File: src/rtl/sample_compander.sv
module sample_compander (
  input  logic       clk,
  input  logic       rst_n,
  input  logic       mode,
  input  logic       frame_start,
  input  logic       tx_in_valid,
  output logic       tx_in_ready,
  input  logic [1:0] tx_in_chan,
  input  logic [9:0] tx_in_sample,
  output logic       tx_out_valid,
  input  logic       tx_out_ready,
  output logic [1:0] tx_out_chan,
  output logic [7:0] tx_out_byte,
  input  logic       rx_in_valid,
  output logic       rx_in_ready,
  input  logic [1:0] rx_in_chan,
  input  logic [7:0] rx_in_byte,
  output logic       rx_out_valid,
  input  logic       rx_out_ready,
  output logic [1:0] rx_out_chan,
  output logic [9:0] rx_out_sample
);

  function automatic logic [7:0] squeeze(input logic [9:0] s);
    logic [8:0] m;
    logic [8:0] sh;
    logic [2:0] seg;
    m = s[9] ? ~s[8:0] : s[8:0];
    if      (m[8]) seg = 3'd5;
    else if (m[7]) seg = 3'd4;
    else if (m[6]) seg = 3'd3;
    else if (m[5]) seg = 3'd2;
    else if (m[4]) seg = 3'd1;
    else           seg = 3'd0;
    sh = (seg == 3'd0) ? m : (m >> (seg - 3'd1));
    return {s[9], seg, sh[3:0]};
  endfunction

  function automatic logic [9:0] stretch(input logic [7:0] b);
    logic [2:0] seg;
    logic [8:0] m;
    seg = b[6:4];
    if (seg == 3'd0)      m = {5'd0, b[3:0]};
    else if (seg > 3'd5)  m = 9'h1FF;
    else begin
      m = {4'd0, 1'b1, b[3:0]} << (seg - 3'd1);
      if (seg >= 3'd2) m = m + (9'd1 << (seg - 3'd2));
    end
    return {b[7], b[7] ? ~m : m};
  endfunction

  logic mode_q;
  logic eff_mode;
  assign eff_mode = frame_start ? mode : mode_q;

  always_ff @(posedge clk) begin
    if (!rst_n)           mode_q <= 1'b0;
    else if (frame_start) mode_q <= mode;
  end

  logic tx_take, tx_plain;
  assign tx_in_ready = !tx_out_valid || tx_out_ready;
  assign tx_take     = tx_in_valid && tx_in_ready;
  assign tx_plain    = tx_in_chan[1] || !eff_mode;

  always_ff @(posedge clk) begin
    if (!rst_n) begin
      tx_out_valid <= 1'b0;
      tx_out_chan  <= 2'd0;
      tx_out_byte  <= 8'd0;
    end else begin
      if (tx_take) begin
        tx_out_chan <= tx_in_chan;
        tx_out_byte <= tx_plain ? tx_in_sample[9:2] : squeeze(tx_in_sample);
      end
      if (tx_in_ready) tx_out_valid <= tx_in_valid;
    end
  end

  logic rx_take, rx_plain;
  assign rx_in_ready = !rx_out_valid || rx_out_ready;
  assign rx_take     = rx_in_valid && rx_in_ready;
  assign rx_plain    = rx_in_chan[1] || !eff_mode;

  always_ff @(posedge clk) begin
    if (!rst_n) begin
      rx_out_valid  <= 1'b0;
      rx_out_chan   <= 2'd0;
      rx_out_sample <= 10'd0;
    end else begin
      if (rx_take) begin
        rx_out_chan   <= rx_in_chan;
        rx_out_sample <= rx_plain ? {rx_in_byte, 2'b00} : stretch(rx_in_byte);
      end
      if (rx_in_ready) rx_out_valid <= rx_in_valid;
    end
  end

  assert_tx_hold_R2: assert property (@(posedge clk) disable iff (!rst_n)
    tx_out_valid && !tx_out_ready |=> tx_out_valid && $stable(tx_out_byte) && $stable(tx_out_chan));

  assert_rx_hold_R2: assert property (@(posedge clk) disable iff (!rst_n)
    rx_out_valid && !rx_out_ready |=> rx_out_valid && $stable(rx_out_sample) && $stable(rx_out_chan));

  assert_mode_frame_only_R3: assert property (@(posedge clk) disable iff (!rst_n)
    !frame_start |=> $stable(mode_q));

  assert_dc_plain_R8: assert property (@(posedge clk) disable iff (!rst_n)
    tx_take && tx_in_chan[1] |=> tx_out_byte == $past(tx_in_sample[9:2]));

  assert_seg_range_R5: assert property (@(posedge clk) disable iff (!rst_n)
    tx_take && !tx_in_chan[1] && eff_mode |=> tx_out_byte[6:4] <= 3'd5);

  assert_rx_plain_lsb_R7: assert property (@(posedge clk) disable iff (!rst_n)
    rx_take && (rx_in_chan[1] || !eff_mode) |=> rx_out_sample[1:0] == 2'b00);

endmodule

File: config.mk
export PLATFORM = sky130hd
export DESIGN_NAME = sample_compander
export DESIGN_NICKNAME = d
export VERILOG_FILES = /design/src/rtl/sample_compander.sv
export SDC_FILE = /design/constraint.sdc
export NUM_CORES = 1
export LEC_CHECK = 0
export BUFFER_PORTS_ARGS = -buffer_cell sky130_fd_sc_hd__buf_2
export CORE_MARGIN = 2
export CORE_UTILIZATION = 35
export DETAILED_ROUTE_END_ITERATION = 12
export PLACE_DENSITY = 0.56
export SLEW_MARGIN = 20
export SYNTH_ARGS = -nofsm -noshare
export SYNTH_HDL_FRONTEND = slang
export SYNTH_SLANG_ARGS = --single-unit
File: constraint.sdc
create_clock -name clk -period 4.2 [get_ports clk]
set_clock_uncertainty 0.15 [all_clocks]
set_input_delay 0.42 -clock clk [delete_from_list [all_inputs] [get_ports clk]]
set_output_delay 0.42 -clock clk [all_outputs]
set_load 0.1 [all_outputs]
==> impl_metrics.csv, run 1 <==
group,metric,value,unit
detailed_routing,wl,6920,µm
outcome,status,"complete, no violations",
cells_and_area,multiInputGateArea,1930,µm²
cells_and_area,final_area,2970,µm²
power,cellLeakagePower,1.34,nW
detailed_routing,drt_drc_violations_left,0,
timing,finalSetupTns,0,ns
global_routing,antenna_found_initial,0,
global_routing,grt_pass1_vias,2523,
synthesis,postSynthNetCount,412,
placed_design,detailed_place.area,2920,µm²
clock_network,clk_latency,0.27,ns
clock_network,clock_tree.buffer_depth,2,
critical_path,critPathArrivalTime,3.89,ns
timing,report.final.slew_viol_count,0,
detailed_routing,dr.pass1.iters,4,
cells_and_area,finalCoreUtilization,40.9,%
timing,final_critical_path_required_period,3.84,ns
cells_and_area,fin_nets,453,
power,irDropWorstVdd,135,µV
floorplanning,pin_count,56,
synthesis,synthCells,363,
critical_path,timing.critical_path.fanout_max,13,
synthesis,netlist_top_cells_area,"dfxtp_1 (19%), ha_1 (8.6%), a21oi_1 (7.3%)",
cells_and_area,antenna-diode-count,0,
synthesis,synth_cell_types,55,
synthesis,yosys-top-cells-count,"nand2_1 (44), a21oi_1 (38), dfxtp_1 (25)",
detailed_routing,vias,2689,
global_routing,globalRouteTotalUtil,17.1,%
synthesis,ys_seq_area_share,19.2,%
clock_network,postCtsSetupBuffers,0,
floorplanning,die_width,90.4,µm
detailed_routing,average_wire_per_standard_cell,13.8,µm
cells_and_area,drive_gt1_share,19.6,%
synthesis,yosysTopAreaCell,"dfxtp_1",
floorplanning,die_area,8160,µm²
synthesis,ys_ff_latch,25,
clock_network,hold_buffers,0,
global_routing,grt_overflow,0,
synthesis,synth_enable_flop_cells,0,
hold_path,worstHoldPathType,"in -> reg",
synthesis,yosys.cell_count.top_type,"nand2_1",
power,pwr_per_cell_area,280,nW/µm²
placed_design,count_of_input_and_output_buffers,55,
global_routing,global_route_wire_length_before_repair,11900,µm
timing,hold_viol_final,0,
timing,worst_slack,0.357,ns
clock_network,cts_repair_resize_count,0,
clock_network,cts-buffers-inserted,3,
clock_network,htree_levels,1,
flow_run,timing.max_cap.violations,0,
floorplanning,fp.dieH,90.4,µm
timing,maxSlewHeadroom,51.0,%
synthesis,syn-cell-area,2610,µm²
critical_path,crit_path_end_kind,"flop",
clock_network,clock_sink_count,25,
clock_network,tritoncts,"done",
cells_and_area,fillers,792,
clock_network,ctsRootBufferMaster,"clkbuf_8",
clock_network,worst_setup_hold_path_clk_slew,0.09,ns
floorplanning,start_util,36.0,%
timing,setup_violations,0,
critical_path,crit_path_start_kind,"input port",
synthesis,syn-mean-instance-area,7.19,µm²
placed_design,setup_slack_placement,0.108,ns
detailed_routing,drt_iter0_markers,167,
timing,fmax,0.260,GHz
synthesis,synth_warnings,0,
critical_path,worst_ep_required_time,4.24,ns
placed_design,post-place-cells,498,
floorplanning,count_of_standard_cell_rows,31,
critical_path,path_class,"in -> reg",
timing,timing_worst_slew_pin_value,0.734,ns
global_routing,grt_start_max_net_pins,20,
detailed_routing,routed_antenna_nets,0,
synthesis,yosysTopAreaCellShare,19.2,%
placed_design,detailed_place_hpwl,5530,µm
cells_and_area,area_growth_syn_to_layout,13.6,%
timing,layout_worst_path_cycle_share,91.5,%
floorplanning,core-area,7250,µm²
synthesis,ys_async_sr_fraction,0,%
cells_and_area,final_cell_count_without_fillers,502,
cells_and_area,register_area,500,µm²
detailed_routing,via_per_inst,5.36,
synthesis,yosys_most_used_dff,"dfxtp_1",
timing,rsz0062_at_grt,"false",
placed_design,finalWeightedCongestion,0.953,
==> state kept, by name, summed over array words and instances (netlist names) <==
| register | count |
|---|---|
| rx_out_sample | 10 |
| rx_out_valid | 1 |
| rx_out_chan | 2 |
| tx_out_chan | 2 |
| mode_q | 1 |
| tx_out_byte | 8 |
| tx_out_valid | 1 |
==> power by group <==
| group | internal, mW | switching, mW | total [mW] |
|---|---|---|---|
| Sequential | 0.253 | 0.00748 | 0.261 |
| Clock | 0.0678 | 0.0736 | 0.141 |
| Combinational | 0.128 | 0.300 | 0.428 |
==> worst max-delay path, stage by stage <==
cell and delay [ns]:
buf_2 0.22, inv_1 0.18, ha_1 0.28, ha_1 0.45, inv_1 0.14, nor3_1 0.27
ha_1 0.24, inv_1 0.07, fa_1 0.38, nand2b_1 0.19, a21oi_1 0.15, nor2b_1 0.08
xor2_1 0.14, a21oi_1 0.17, mux2_2 0.34, o21ai_0 0.15
==> cell families after synthesis <==
kind of cell    after synthesis  synth area share, %
flops                        25                 19.2
compound gates              115                 27.6
mux                          25                 10.2
simple gates                124                 22.4
xor+xnor                     13                 4.36
buf+inv                      42                 6.86
fa+ha+maj                    19                 9.40
==> metal layers <==
layer | wire length, µm | vias to the layer above | part of all wire, % | GRT usage (%)
met5 | 0 | - | 0 | 0
met4 | 61 | 0 | 0.88 | 3.85
met3 | 331 | 6 | 4.8 | 2.84
met2 | 3410 | 66 | 49 | 30.1
met1 | 3120 | 1239 | 45 | 21.8
li1 | - | 1378 | - | -
==> placed cells by master, fill, tap and decap left out, drive strengths merged, types with 3 or more instances in the layout <==
master / synthesis / final
nor3: 9 / 9
buf: 10 / 56
mux2: 12 / 12
clkbuf: 10 / 4
dfxtp: 25 / 25
a21o: 3 / 3
ha: 18 / 18
a21oi: 40 / 40
nand2: 44 / 44
inv: 20 / 20
nor2: 20 / 20
o211ai: 3 / 3
mux2i: 13 / 13
nand2b: 7 / 7
xor2: 6 / 6
xnor2: 7 / 7
o22ai: 5 / 5
nand3: 20 / 20
nor2b: 9 / 9
a31oi: 8 / 8
o21ai: 30 / 30
and2: 7 / 7
a211oi: 5 / 5
==> cell type report <==
type	count	share of cell area [%]
Clock buffer	4	1.52
Inverter	22	2.78
Multi-Input combinational cell	296	65.1
Sequential cell	25	16.9
Tap cell	99	4.18
Timing Repair Buffer	56	9.54
==> worst paths after layout <==
| check | endpoint | slack [ns] | cells past startpoint | start |
|---|---|---|---|---|
| setup / recovery | rx_out_sample[6]$_SDFFE_PN0P_ | 0.36 | 16 | rx_in_byte[4] |
| hold / removal | tx_out_chan[0]$_SDFFE_PN0P_ | 0.23 | 3 | tx_in_chan[0] |
| setup reg to reg | tx_out_byte[0]$_SDFFE_PN0P_ | 2.29 | 6 | mode_q$_SDFF_PN0_ |
| hold reg to reg | rx_out_sample[0]$_SDFFE_PN0P_ | 0.30 | 2 | rx_out_sample[0]$_SDFFE_PN0P_ |
==> through the flow <==
step                hold slack, ns  total power [mW]
global route                 0.220             0.883
finish                       0.228             0.830
detailed placement           0.295             0.692
CTS                          0.227             0.836
global placement             0.291             0.692
floorplan                    0.350             0.607
Power figures use the tool's default switching activity.
==> inputs of run 2 (changes only) <==
- CTS_CLUSTER_SIZE: default -> 8
- PLACE_DENSITY: 0.56 -> 0.58
- clock period: 4.2 -> 3.5 ns (I/O delays scaled with it)
==> impl_metrics.csv, run 2 (same netlist as run 1, synthesis figures left out) <==
group,metric,value,unit
outcome,status,"complete, no violations",
critical_path,slowest_delay,0.40,ns
clock_network,postCtsSetupBuffers,0,
clock_network,clock_tree.buffer_depth,2,
floorplanning,die_width,90.4,µm
critical_path,critPathArrivalTime,3.30,ns
floorplanning,die_area,8160,µm²
timing,timing_worst_slew_pin_value,0.657,ns
critical_path,timing.critical_path.fanout_max,6,
timing,rsz0062_at_grt,"true",
detailed_routing,via_per_inst,5.28,
clock_network,cts_repair_resize_count,0,
floorplanning,core-area,7250,µm²
power,irDropWorstVdd,168,µV
detailed_routing,wl,7100,µm
cells_and_area,area_growth_syn_to_layout,16.3,%
critical_path,worst_ep_required_time,3.55,ns
power,pwr_per_cell_area,332,nW/µm²
critical_path,crit_path_start_kind,"input port",
clock_network,clk_latency,0.26,ns
placed_design,count_of_input_and_output_buffers,55,
clock_network,tritoncts,"done",
global_routing,grt_pass1_vias,2608,
cells_and_area,largest_register_ff_count,10,
global_routing,global_route_wire_length_before_repair,12100,µm
critical_path,timing.critical_path.mode_cell,"inv_1",
cells_and_area,layout_commonest_cell,"buf_2",
timing,layout_worst_path_cycle_share,92.9,%
clock_network,hold_buffers,0,
timing,fmax,0.307,GHz
global_routing,grt_overflow,0,
detailed_routing,drt_iter0_markers,133,
placed_design,detailed_place_hpwl,5610,µm
flow_run,timing.max_cap.violations,0,
placed_design,post-place-cells,506,
clock_network,cts-buffers-inserted,3,
detailed_routing,routed_antenna_nets,0,
power,cellLeakagePower,1.37,nW
cells_and_area,antenna-diode-count,0,
timing,final_critical_path_required_period,3.25,ns
cells_and_area,final_cell_mix,"buf_2 (55), nand2_1 (44), a21oi_1 (38)",
cells_and_area,fin_nets,461,
timing,maxSlewHeadroom,56.0,%
floorplanning,fp.dieH,90.4,µm
global_routing,globalRouteTotalUtil,17.5,%
detailed_routing,vias,2693,
floorplanning,count_of_standard_cell_rows,31,
hold_path,worstHoldPathType,"in -> reg",
cells_and_area,largestRegisters,"rx_out_sample x10, tx_out_byte x8",
critical_path,critical_path.startpoint,"rx_in_byte[5]",
critical_path,critPathSlowestCell,"ha_2",
timing,hold_viol_final,0,
clock_network,htree_levels,1,
critical_path,r2r-start,"mode_q$_SDFF_PN0_",
critical_path,path_class,"in -> reg",
cells_and_area,register_area,500,µm²
global_routing,antenna_found_initial,0,
detailed_routing,average_wire_per_standard_cell,13.9,µm
cells_and_area,fillers,770,
floorplanning,start_util,36.0,%
timing,setup_violations,0,
floorplanning,pin_count,56,
hold_path,hp-start,"rx_in_chan[0]",
detailed_routing,dr.pass1.iters,4,
cells_and_area,multiInputGateArea,1940,µm²
critical_path,path_cells,"buf_2, inv_1, ha_1, ha_2, inv_1, nor3_2, ha_2, inv_1, fa_1, nand2b_1, a21oi_1, nor2b_1, xor2_1, a21oi_1, mux2_2, o21ai_0",
clock_network,worst_setup_hold_path_clk_slew,0.09,ns
global_routing,grt_start_max_net_pins,20,
critical_path,crit_path_end_kind,"flop",
timing,report.final.slew_viol_count,0,
clock_network,ctsRootBufferMaster,"clkbuf_8",
placed_design,finalWeightedCongestion,0.894,
cells_and_area,final_cell_count_without_fillers,510,
timing,worst_slack,0.247,ns
clock_network,clock_sink_count,25,
detailed_routing,drt_drc_violations_left,0,
cells_and_area,largest-register,"rx_out_sample",
placed_design,setup_slack_placement,-0.0555,ns
cells_and_area,drive_gt1_share,21.9,%
## run 2: cell count changes in the layout (fill, tap and decap cells not counted)
| cell | previous run | this run |
|---|---|---|
| buf_4 | 1 | 9 |
| ha_1 | 18 | 16 |
| nor3_2 | 0 | 1 |
| nor3_1 | 9 | 8 |
| ha_2 | 0 | 2 |
## run 2: area by class of cell
type                            count  share of cell area (%)
Multi-Input combinational cell    296                    63.9
Sequential cell                    25                    16.5
Timing Repair Buffer               64                    11.3
Tap cell                           99                    4.08
Inverter                           22                    2.72
Clock buffer                        4                    1.48
## run 2: through the flow
stage	TNS [ns]	hold slack (ns)	area, µm²	total power [mW]	utilization [%]
6_report	0	0.168	3040	1.01	41.8
5_1_grt	-0.0117	0.161	3040	1.07	41.8
4_1_cts	0	0.163	3030	1.01	41.8
3_5_place_dp	-0.126	0.293	2990	0.841	41.2
3_3_place_gp	0	0.287	2990	0.837	41.2
2_1_floorplan	0	0.329	2620	0.729	-
## run 2: routing by layer
layer	up-vias	track usage [%]	part of all wire (%)
met3	8	1.92	3.1
li1	1399	-	-
met5	-	0	0
met2	49	31.5	50
met1	1237	22.6	45
met4	0	3.59	1.3
## run 2: power breakdown
group / switching, mW / internal, mW / leakage (nW)
Combinational: 0.362 / 0.162 / 1.15
Clock: 0.0892 / 0.0813 / 0.0228
Sequential: 0.00953 / 0.304 / 0.206
Total: 0.460 / 0.547 / 1.37
## run 2: critical path: cells and delay by family
kind,cells,cell delay (ns)
fa+ha+maj,4,1.22
simple gates,3,0.49
compound gates,3,0.45
mux,1,0.35
buf+inv,4,0.31
xor+xnor,1,0.14
## run 2: final timing paths
path / end / slack (ns) / depth (start not counted)
hold reg to reg: rx_out_sample[3]$_SDFFE_PN0P_ / 0.30 / 2
setup reg to reg: tx_out_byte[0]$_SDFFE_PN0P_ / 1.56 / 6
hold / removal: rx_out_chan[0]$_SDFFE_PN0P_ / 0.17 / 3
setup / recovery: rx_out_sample[6]$_SDFFE_PN0P_ / 0.25 / 16
==> inputs of run 3 (changes only) <==
- CELL_PAD_IN_SITES_DETAIL_PLACEMENT: default -> 0
- CELL_PAD_IN_SITES_GLOBAL_PLACEMENT: default -> 1
- PLACE_DENSITY: 0.58 -> 0.77
==> impl_metrics.csv, run 3 (same netlist as run 1, synthesis figures left out) <==
group,metric,value,unit
outcome,status,"complete, no violations",
cells_and_area,largest-register,"rx_out_sample",
detailed_routing,drt_iter0_markers,179,
floorplanning,die_area,8160,µm²
detailed_routing,via_per_inst,5.36,
critical_path,ff2ff_path_depth,6,
cells_and_area,fillers,787,
power,clock_power_share,17.2,%
cells_and_area,fin_nets,463,
critical_path,timing.critical_path.fanout_max,5,
global_routing,grt_overflow,0,
clock_network,ctsRootBufferMaster,"clkbuf_8",
flow_run,timing.max_cap.violations,0,
power,power.switching,0.470,mW
cells_and_area,final_area,3050,µm²
clock_network,cts-buffers-inserted,3,
power,swShare,46.3,%
global_routing,grt_start_max_net_pins,20,
global_routing,globalRouteTotalUtil,18.1,%
floorplanning,die_width,90.4,µm
cells_and_area,area_growth_syn_to_layout,16.7,%
clock_network,clock_tree.buffer_depth,2,
power,pwr_per_cell_area,333,nW/µm²
power,combinationalPowerShare,51.9,%
critical_path,worst_ep_required_time,3.55,ns
cells_and_area,layout_commonest_cell,"buf_2",
clock_network,cts_repair_resize_count,0,
timing,layout_worst_path_cycle_share,91.6,%
placed_design,finalWeightedCongestion,0.882,
floorplanning,start_util,36.0,%
critical_path,r2r-start,"mode_q$_SDFF_PN0_",
cells_and_area,antenna-diode-count,0,
detailed_routing,vias,2743,
floorplanning,pin_count,56,
timing,rsz0062_at_grt,"false",
placed_design,detailed_place.area,3000,µm²
power,cellLeakagePower,1.39,nW
detailed_routing,dr.pass1.iters,5,
power,sequential_group_share_of_total_power,30.9,%
timing,hold_viol_final,0,
power,power_report.internal_total,0.546,mW
timing,final_critical_path_required_period,3.21,ns
timing,report.final.slew_viol_count,0,
critical_path,crit_path_end_kind,"flop",
clock_network,tritoncts,"done",
cells_and_area,largest_register_ff_count,10,
clock_network,clk_latency,0.27,ns
floorplanning,core-area,7250,µm²
timing,fmax,0.312,GHz
floorplanning,count_of_standard_cell_rows,31,
critical_path,worst-r2r-setup-slack,1.53,ns
critical_path,critPathArrivalTime,3.26,ns
detailed_routing,routed_antenna_nets,0,
clock_network,worst_setup_hold_path_clk_slew,0.10,ns
power,irDropWorstVdd,228,µV
hold_path,worstHoldPathType,"in -> reg",
global_routing,global_route_wire_length_before_repair,12500,µm
cells_and_area,register_area,500,µm²
hold_path,timing.hold.worst_path_depth,3,
cells_and_area,drive_gt1_share,22.0,%
placed_design,detailed_place_hpwl,5790,µm
global_routing,grt_pass1_vias,2605,
hold_path,hp-start,"rx_in_chan[0]",
timing,finalSetupTns,0,ns
timing,setup_violations,0,
timing,maxSlewHeadroom,58.0,%
timing,timing_worst_slew_pin_value,0.627,ns
placed_design,count_of_input_and_output_buffers,55,
hold_path,holdPathEnd,"rx_out_chan[0]$_SDFFE_PN0P_",
cells_and_area,final_cell_mix,"buf_2 (55), nand2_1 (44), a21oi_1 (38)",
cells_and_area,multiInputGateArea,1940,µm²
clock_network,htree_levels,1,
floorplanning,fp.dieH,90.4,µm
detailed_routing,wl,7360,µm
detailed_routing,average_wire_per_standard_cell,14.4,µm
critical_path,path_class,"in -> reg",
cells_and_area,largestRegisters,"rx_out_sample x10, tx_out_byte x8",
critical_path,timing.rr.end,"tx_out_byte[0]$_SDFFE_PN0P_",
detailed_routing,drt_drc_violations_left,0,
clock_network,hold_buffers,0,
clock_network,postCtsSetupBuffers,0,
critical_path,crit_path_start_kind,"input port",
clock_network,clock_sink_count,25,
global_routing,antenna_found_initial,0,
run 3: cell types whose count changed in the layout (fill, tap and decap cells not counted), sizes merged:
cell and delta:
clkbuf -1, buf +2, clkinv +1
run 3: critical path, cell delays in order:
cell and delay (ns):
buf_2 0.12, inv_1 0.06, ha_1 0.20, ha_1 0.29
inv_1 0.09, nor3_2 0.24, ha_1 0.24, inv_1 0.06
fa_1 0.38, nand2b_1 0.20, a21oi_1 0.14, nor2b_1 0.08
xor2_1 0.14, a21oi_1 0.16, mux2_2 0.34, o21ai_0 0.16
run 3: routing by layer:
layer / vias up / track usage, % / part of all wire (%)
met3: 4 / 2.25 / 5.2
met5: - / 0 / 0
li1: 1398 / - / -
met4: 0 / 3.59 / 0.65
met2: 91 / 27.9 / 43
met1: 1250 / 27.1 / 51
run 3: power by group through the flow:
stage          sequential [mW]  combinational, mW  clock [mW]
3_5_place_dp             0.320              0.525           0
2_1_floorplan            0.457              0.273           0
5_1_grt                  0.316              0.573       0.191
6_report                 0.314              0.528       0.175
3_3_place_gp             0.320              0.523           0
4_1_cts                  0.314              0.527       0.180
run 3: area by class of cell:
type	count	area share [%]
well taps	99	4.07
repair buffers	66	11.7
multi-input cells	296	63.5
inverters	22	2.71
clock buffers	3	1.36
clock inverters	1	0.164
flip-flops and latches	25	16.4
run 3: worst max path at each step:
stage / start / cells after the start / to
after detailed placement: rx_in_byte[5] / 16 / rx_out_sample[7]$_SDFFE_PN0P_
final: rx_in_byte[5] / 16 / rx_out_sample[6]$_SDFFE_PN0P_
after floorplan: rx_in_byte[4] / 17 / rx_out_sample[6]$_SDFFE_PN0P_
after global routing: rx_in_byte[5] / 16 / rx_out_sample[6]$_SDFFE_PN0P_
after global placement: rx_in_byte[5] / 16 / rx_out_sample[7]$_SDFFE_PN0P_
after CTS: rx_in_byte[5] / 16 / rx_out_sample[6]$_SDFFE_PN0P_
run 3: per-stage QoR:
stage | setup WS [ns] | cells | power [mW] | hold slack, ns | util, %
after floorplan | 0.0367 | 363 | 0.729 | 0.329 | -
after global placement | 0.0384 | 508 | 0.843 | 0.292 | 41.4
after detailed placement | 0.0145 | 508 | 0.845 | 0.292 | 41.4
after CTS | 0.291 | 512 | 1.02 | 0.161 | 42.0
after global routing | 0.0175 | 512 | 1.08 | 0.166 | 42.0
final | 0.295 | 512 | 1.02 | 0.163 | 42.0
